<file path="src/rtl/lgu_pkg.sv">
package lgu_pkg;

    localparam int LGU_DW  = 32;
    localparam int LGU_NSZ = 3;
    localparam int LGU_FW  = 5;
    localparam int LGU_SIW = $clog2(LGU_NSZ);

    typedef enum logic [2:0] {
        OP_AND  = 3'd0,
        OP_OR   = 3'd1,
        OP_XOR  = 3'd2,
        OP_TEST = 3'd3,
        OP_NOT  = 3'd4,
        OP_NEG  = 3'd5,
        OP_RSV6 = 3'd6,
        OP_RSV7 = 3'd7
    } lgu_op_e;

    typedef enum logic [1:0] {
        SZ_BYTE      = 2'd0,
        SZ_WORD      = 2'd1,
        SZ_DWORD     = 2'd2,
        SZ_DWORD_ALT = 2'd3
    } lgu_size_e;

    typedef enum logic [1:0] {
        FC_LOGIC = 2'd0,
        FC_NEG   = 2'd1,
        FC_KEEP  = 2'd2
    } lgu_fcls_e;

    typedef struct packed {
        logic ovf;
        logic sgn;
        logic zro;
        logic par;
        logic cry;
    } lgu_flags_t;

    typedef struct packed {
        logic              vld;
        logic [LGU_DW-1:0] res;
        logic              wb;
        lgu_flags_t        fl;
    } lgu_rsp_t;

    function automatic logic [LGU_SIW-1:0] size_index(lgu_size_e s);
        logic [LGU_SIW-1:0] idx;
        unique case (s)
            SZ_BYTE: idx = LGU_SIW'(0);
            SZ_WORD: idx = LGU_SIW'(1);
            default: idx = LGU_SIW'(2);
        endcase
        return idx;
    endfunction

    function automatic logic even_ones8(logic [7:0] b);
        return ~^b;
    endfunction

endpackage

</file>
<file path="src/rtl/lgu_opnd_mask.sv">
module lgu_opnd_mask
    import lgu_pkg::*;
(
    input  lgu_size_e         sz,
    input  logic [LGU_DW-1:0] dst,
    input  logic [LGU_DW-1:0] src,
    output logic [LGU_DW-1:0] dst_m,
    output logic [LGU_DW-1:0] src_m,
    output logic [LGU_DW-1:0] mask,
    output logic [LGU_DW-1:0] top_bit
);

    logic [LGU_DW-1:0] mask_tab [LGU_NSZ];

    for (genvar g = 0; g < LGU_NSZ; g++) begin : g_size
        localparam int SW = 8 << g;
        if (SW < LGU_DW) begin : g_part
            assign mask_tab[g] = {{(LGU_DW-SW){1'b0}}, {SW{1'b1}}};
        end else begin : g_full
            assign mask_tab[g] = {LGU_DW{1'b1}};
        end
    end

    always_comb begin
        mask    = mask_tab[size_index(sz)];
        top_bit = mask & ~(mask >> 1);
        dst_m   = dst & mask;
        src_m   = src & mask;
    end

endmodule

</file>
<file path="src/rtl/lgu_op_core.sv">
module lgu_op_core
    import lgu_pkg::*;
(
    input  lgu_op_e           op,
    input  logic [LGU_DW-1:0] dst_m,
    input  logic [LGU_DW-1:0] src_m,
    input  logic [LGU_DW-1:0] mask,
    input  logic [LGU_DW-1:0] top_bit,
    output logic [LGU_DW-1:0] res,
    output logic              wb,
    output lgu_fcls_e         fcls,
    output logic              neg_cry,
    output logic              neg_ovf
);

    logic [LGU_DW-1:0] neg_val;

    always_comb begin
        neg_val = (~dst_m + LGU_DW'(1)) & mask;
        neg_cry = |dst_m;
        neg_ovf = (dst_m == top_bit);
    end

    always_comb begin
        res  = '0;
        wb   = 1'b0;
        fcls = FC_KEEP;
        unique case (op)
            OP_AND: begin
                res  = dst_m & src_m;
                wb   = 1'b1;
                fcls = FC_LOGIC;
            end
            OP_OR: begin
                res  = dst_m | src_m;
                wb   = 1'b1;
                fcls = FC_LOGIC;
            end
            OP_XOR: begin
                res  = dst_m ^ src_m;
                wb   = 1'b1;
                fcls = FC_LOGIC;
            end
            OP_TEST: begin
                res  = dst_m & src_m;
                wb   = 1'b0;
                fcls = FC_LOGIC;
            end
            OP_NOT: begin
                res  = ~dst_m & mask;
                wb   = 1'b1;
                fcls = FC_KEEP;
            end
            OP_NEG: begin
                res  = neg_val;
                wb   = 1'b1;
                fcls = FC_NEG;
            end
            default: begin
                res  = '0;
                wb   = 1'b0;
                fcls = FC_KEEP;
            end
        endcase
    end

endmodule

</file>
<file path="src/rtl/lgu_flag_gen.sv">
module lgu_flag_gen
    import lgu_pkg::*;
(
    input  logic [LGU_DW-1:0] res,
    input  lgu_size_e         sz,
    input  lgu_fcls_e         fcls,
    input  logic              neg_cry,
    input  logic              neg_ovf,
    input  lgu_flags_t        fl_in,
    output lgu_flags_t        fl_out
);

    logic [LGU_NSZ-1:0] zero_tab;
    logic [LGU_NSZ-1:0] sign_tab;

    for (genvar g = 0; g < LGU_NSZ; g++) begin : g_size
        localparam int SW = 8 << g;
        assign zero_tab[g] = ~|res[SW-1:0];
        assign sign_tab[g] = res[SW-1];
    end

    logic zro_w, sgn_w, par_w;

    always_comb begin
        zro_w = zero_tab[size_index(sz)];
        sgn_w = sign_tab[size_index(sz)];
        par_w = even_ones8(res[7:0]);
    end

    always_comb begin
        fl_out = fl_in;
        unique case (fcls)
            FC_LOGIC: begin
                fl_out.cry = 1'b0;
                fl_out.ovf = 1'b0;
                fl_out.zro = zro_w;
                fl_out.sgn = sgn_w;
                fl_out.par = par_w;
            end
            FC_NEG: begin
                fl_out.cry = neg_cry;
                fl_out.ovf = neg_ovf;
                fl_out.zro = zro_w;
                fl_out.sgn = sgn_w;
                fl_out.par = par_w;
            end
            default: fl_out = fl_in;
        endcase
    end

endmodule

</file>
<file path="src/rtl/lgu_out_reg.sv">
module lgu_out_reg
    import lgu_pkg::*;
(
    input  logic     clk,
    input  logic     rst,
    input  lgu_rsp_t d,
    output lgu_rsp_t q
);

    always_ff @(posedge clk) begin
        if (rst) begin
            q <= '0;
        end else begin
            q <= d;
        end
    end

endmodule

</file>
<file path="src/rtl/lgu_unit.sv">
module lgu_unit
    import lgu_pkg::*;
(
    input  logic              clk,
    input  logic              rst,
    input  logic              in_valid,
    input  logic [2:0]        op_code,
    input  logic [1:0]        size_sel,
    input  logic [LGU_DW-1:0] dst_opnd,
    input  logic [LGU_DW-1:0] src_opnd,
    input  logic [LGU_FW-1:0] flags_in,
    output logic              out_valid,
    output logic [LGU_DW-1:0] result,
    output logic              wb_en,
    output logic [LGU_FW-1:0] flags_out
);

    lgu_op_e    op;
    lgu_size_e  sz;
    lgu_flags_t fl_cur;

    assign op     = lgu_op_e'(op_code);
    assign sz     = lgu_size_e'(size_sel);
    assign fl_cur = lgu_flags_t'(flags_in);

    logic [LGU_DW-1:0] dst_m, src_m, mask, top_bit;

    lgu_opnd_mask u_mask (
        .sz      (sz),
        .dst     (dst_opnd),
        .src     (src_opnd),
        .dst_m   (dst_m),
        .src_m   (src_m),
        .mask    (mask),
        .top_bit (top_bit)
    );

    logic [LGU_DW-1:0] core_res;
    logic              core_wb;
    lgu_fcls_e         fcls;
    logic              neg_cry, neg_ovf;

    lgu_op_core u_core (
        .op      (op),
        .dst_m   (dst_m),
        .src_m   (src_m),
        .mask    (mask),
        .top_bit (top_bit),
        .res     (core_res),
        .wb      (core_wb),
        .fcls    (fcls),
        .neg_cry (neg_cry),
        .neg_ovf (neg_ovf)
    );

    lgu_flags_t fl_new;

    lgu_flag_gen u_flags (
        .res     (core_res),
        .sz      (sz),
        .fcls    (fcls),
        .neg_cry (neg_cry),
        .neg_ovf (neg_ovf),
        .fl_in   (fl_cur),
        .fl_out  (fl_new)
    );

    lgu_rsp_t rsp_d, rsp_q;

    always_comb begin
        if (in_valid) begin
            rsp_d.vld = 1'b1;
            rsp_d.res = core_res;
            rsp_d.wb  = core_wb;
            rsp_d.fl  = fl_new;
        end else begin
            rsp_d.vld = 1'b0;
            rsp_d.res = '0;
            rsp_d.wb  = 1'b0;
            rsp_d.fl  = fl_cur;
        end
    end

    lgu_out_reg u_oreg (
        .clk (clk),
        .rst (rst),
        .d   (rsp_d),
        .q   (rsp_q)
    );

    assign out_valid = rsp_q.vld;
    assign result    = rsp_q.res;
    assign wb_en     = rsp_q.wb;
    assign flags_out = rsp_q.fl;

    AST_VALID_FOLLOWS: assert property (@(posedge clk) disable iff (rst)
        out_valid |-> $past(in_valid));

    AST_LOGIC_CLEARS_CO: assert property (@(posedge clk) disable iff (rst)
        (out_valid && ($past(op_code) < 3'd4)) |-> (!flags_out[0] && !flags_out[4]));

    AST_TEST_NO_WRITE: assert property (@(posedge clk) disable iff (rst)
        (out_valid && ($past(op_code) == 3'd3)) |-> !wb_en);

    AST_NOT_KEEPS_FLAGS: assert property (@(posedge clk) disable iff (rst)
        (out_valid && ($past(op_code) == 3'd4)) |-> (flags_out == $past(flags_in)));

    AST_NEG_CARRY: assert property (@(posedge clk) disable iff (rst)
        (out_valid && ($past(op_code) == 3'd5)) |-> (flags_out[0] == (result != '0)));

    AST_ZERO_TRACKS: assert property (@(posedge clk) disable iff (rst)
        (out_valid && ($past(op_code) < 3'd6) && ($past(op_code) != 3'd4))
        |-> (flags_out[2] == (result == '0)));

    AST_BYTE_UPPER_CLEAR: assert property (@(posedge clk) disable iff (rst)
        (out_valid && ($past(size_sel) == 2'd0)) |-> (result[LGU_DW-1:8] == '0));

    AST_IDLE_NO_WRITE: assert property (@(posedge clk) disable iff (rst)
        (!out_valid) |-> (!wb_en && (result == '0)));

endmodule

</file>
<file path="config.mk">
export PLATFORM = sky130hd
export DESIGN_NAME = lgu_unit
export DESIGN_NICKNAME = d
export VERILOG_FILES = /design/src/rtl/lgu_pkg.sv /design/src/rtl/lgu_opnd_mask.sv /design/src/rtl/lgu_op_core.sv /design/src/rtl/lgu_flag_gen.sv /design/src/rtl/lgu_out_reg.sv /design/src/rtl/lgu_unit.sv
export SDC_FILE = /design/constraint.sdc
export NUM_CORES = 1
export LEC_CHECK = 0
export ABC_CLOCK_PERIOD_IN_PS = 8100
export BUFFER_PORTS_ARGS = -buffer_cell sky130_fd_sc_hd__buf_2
export CAP_MARGIN = 10
export CORE_MARGIN = 4
export CORE_UTILIZATION = 40
export CTS_CLUSTER_DIAMETER = 120
export DETAILED_ROUTE_END_ITERATION = 7
export HOLD_SLACK_MARGIN = 0.08
export PLACE_DENSITY = 0.7
export REMOVE_ABC_BUFFERS = 1
export SYNTH_ARGS = -nofsm -noshare
export SYNTH_HDL_FRONTEND = slang
export SYNTH_SLANG_ARGS = --single-unit
</file>
<file path="constraint.sdc">
create_clock -name clk -period 8.1 [get_ports clk]
set_input_delay 0.405 -clock clk [delete_from_list [all_inputs] [get_ports clk]]
set_output_delay 0.405 -clock clk [all_outputs]
set_load 0.1 [all_outputs]
</file>
==> flow_metrics.env <==
export IMPL_status="complete, no violations"
export IMPL_startpoint_type="primary input"
export IMPL_largest_reg_flops=39
export IMPL_io_buffers=115
export IMPL_die_x_um=114
export IMPL_cts_tree="yes"
export IMPL_syn_cell_area_um2=4480
export IMPL_arrival_ps=3590
export IMPL_overflow=0
export IMPL_setup_viol=0
export IMPL_end_kind="flip-flop"
export IMPL_synth_top_area_share_pct=19.0
export IMPL_cts_clk_slew_worst_paths_ps=80
export IMPL_internal_power_uw=378
export IMPL_fin_nets=855
export IMPL_regMostFlops="u_oreg.q"
export IMPL_path_class="primary input to flip-flop"
export IMPL_synth_area_per_cell_um2=7.28
export IMPL_yosysMostFrequentCell="nor2_1"
export IMPL_gp_congestion=0.953
export IMPL_ys_seq_area_share_pct=17.4
export IMPL_dieArea_um2=13000
export IMPL_dp_hpwl_um=10800
export IMPL_required_ps=8340
export IMPL_power_frac_clock_pct=27.1
export IMPL_fin_util_pct=48.0
export IMPL_ys_top_cells_by_count="nor2_1, nand2_1, inv_1, ha_1, dfxtp_1"
export IMPL_root_buffer="clkbuf_8"
export IMPL_hold_buffers=0
export IMPL_numCtsBuffers=5
export IMPL_first_pass_iters=5
export IMPL_synthToLayoutAreaGrowth_pct=16.5
export IMPL_syn_inst=616
export IMPL_p_per_area_nw_per_um2=125
export IMPL_h_tree_depth=2
export IMPL_cts_setup_buffers=0
export IMPL_grt_total_usage_pct=21.3
export IMPL_chipHeight_um=114
export IMPL_synth_edf_count=0
export IMPL_reg_top3="u_oreg.q: 39 flops"
export IMPL_p_leak_uw=0.00267
export IMPL_ir_drop_v=0.0000896
export IMPL_drive_gt1_share_pct=21.7
export IMPL_synthArstFlopShare_pct=0
export IMPL_clockBufferDepth=2
export IMPL_synth_top_cell_by_area="ha_1"
export IMPL_antenna_cells=0
export IMPL_regArea_um2=781
export IMPL_slew_headroom_pct=37.4
export IMPL_vias=4734
export IMPL_wirelength_um=14100
export IMPL_maxCapViolCount=0
export IMPL_drv_slew=0
export IMPL_finalSetupTns_ps=0
export IMPL_synth_warnings=0
export IMPL_hp_class="primary input to flip-flop"
export IMPL_ys_ff_latch=39
export IMPL_rsz0062_at_grt="false"
export IMPL_io_pins=116
export IMPL_synth_cell_types=66
export IMPL_grt_first_pass_wirelength_um=22400
export IMPL_p_seq_share_pct=30.9
export IMPL_switching_share_pct=42.1
export IMPL_initial_core_util_pct=41.2
export IMPL_tightest_slew_ps=935
export IMPL_grt_max_degree=56
export IMPL_drc_errors=0
export IMPL_viasPerCell=5.56
export IMPL_ys_flop_type="dfxtp_1"
export IMPL_fmax_mhz=299
export IMPL_finalHoldViolCount=0
export IMPL_core_rowCount=38
export IMPL_multi_input_area_um2=3280
export IMPL_clock_sinks=39
export IMPL_antenna_found_initial=0
export IMPL_cts_resized=0
export IMPL_wl_per_cell_um=16.6
export IMPL_crit_fanout=50
export IMPL_yosys_top_cells_area="ha_1, dfxtp_1, nor2_1"
export IMPL_ant_nets=0
export IMPL_power_switching_uw=275
export IMPL_grt_pass1_vias=4554
export IMPL_period_share_pct=41.3
export IMPL_core_area_um2=10900
export IMPL_fin_crit_ps=3350
export IMPL_nFillCells=1094
export IMPL_drtIter0Drc=404
export IMPL_pwr_share_comb_pct=42.0
## per-layer routing
layer	up-vias	wire (um)	track usage (%)	share of wire, %
met5	-	0	0	0
met4	0	406	8.55	2.9
met3	37	1130	3.66	8.0
met2	208	6710	34.9	47
met1	2187	5900	27.9	42
li1	2302	-	-	-
## cell type report
class	instances	share of cell area [%]
Tap cell	140	3.35
Clock buffer	5	1.32
Timing Repair Buffer	119	11.6
Sequential cell	39	15.0
Clock inverter	3	0.887
Multi-Input combinational cell	475	62.9
Inverter	70	5.03
## cell usage in the layout (no fill, tap or decap), types with 5 or more instances in the layout
cell / count
or4_1: 5
mux2i_1: 10
and2_1: 6
nor2b_1: 5
nand4_1: 8
a221oi_1: 9
clkbuf_8: 5
nand3_1: 5
o21ai_0: 17
nand2_1: 81
dfxtp_1: 39
nor4_1: 6
buf_2: 115
nor3_1: 11
a211oi_1: 14
inv_1: 69
a21oi_1: 36
or3_1: 5
ha_1: 68
mux2_2: 12
xnor2_1: 21
nor2_1: 86
## per-stage QoR
| stage | setup slack, ps | total power [uW] | std cells | cell area [um^2] | hold slack, ps |
|---|---|---|---|---|---|
| floorplan | 5740 | 388 | 584 | 4330 | 474 |
| global placement | 4680 | 470 | 843 | 5110 | 651 |
| detailed placement | 4570 | 478 | 843 | 5110 | 661 |
| CTS | 4880 | 656 | 851 | 5220 | 341 |
| global route | 4570 | 687 | 851 | 5220 | 373 |
| finish | 4750 | 653 | 851 | 5220 | 346 |
## worst max-delay path, cell delays in order
cell       delay [ps]
buf_2             670
nand2_1           310
ha_1              370
mux2_2            260
a21oi_1           300
nand4_1           150
o31a_1            290
a2111oi_1         440
a41oi_1           200
nor3_2            170
## power groups by stage
| stage | clock network, uW | logic [uW] | registers [uW] |
|---|---|---|---|
| after floorplan | 0 | 121 | 267 |
| after global placement | 0 | 264 | 206 |
| after detailed placement | 0 | 272 | 206 |
| after CTS | 181 | 273 | 202 |
| after global routing | 185 | 300 | 203 |
| final | 177 | 274 | 202 |
## path summary, 6_finish.rpt
check,endpoint,cells after the start,start
setup / recovery,u_oreg.q[2],10,size_sel[1]
hold / removal,u_oreg.q[1],3,flags_in[1]
## kinds of logic (layout without fill, tap and decap cells)
logic type | after synthesis | after routing | synth area share [%]
AND/OR/NAND/NOR | 241 | 241 | 25.6
AO/OA/AOI/OAI | 118 | 118 | 17.8
multiplexers | 23 | 23 | 5.75
flip-flops | 39 | 39 | 17.4
XOR/XNOR | 25 | 25 | 5.05
buffers and inverters | 102 | 197 | 9.35
adder cells (fa/ha/maj) | 68 | 68 | 19.0
(Power assumes the default switching activity.)
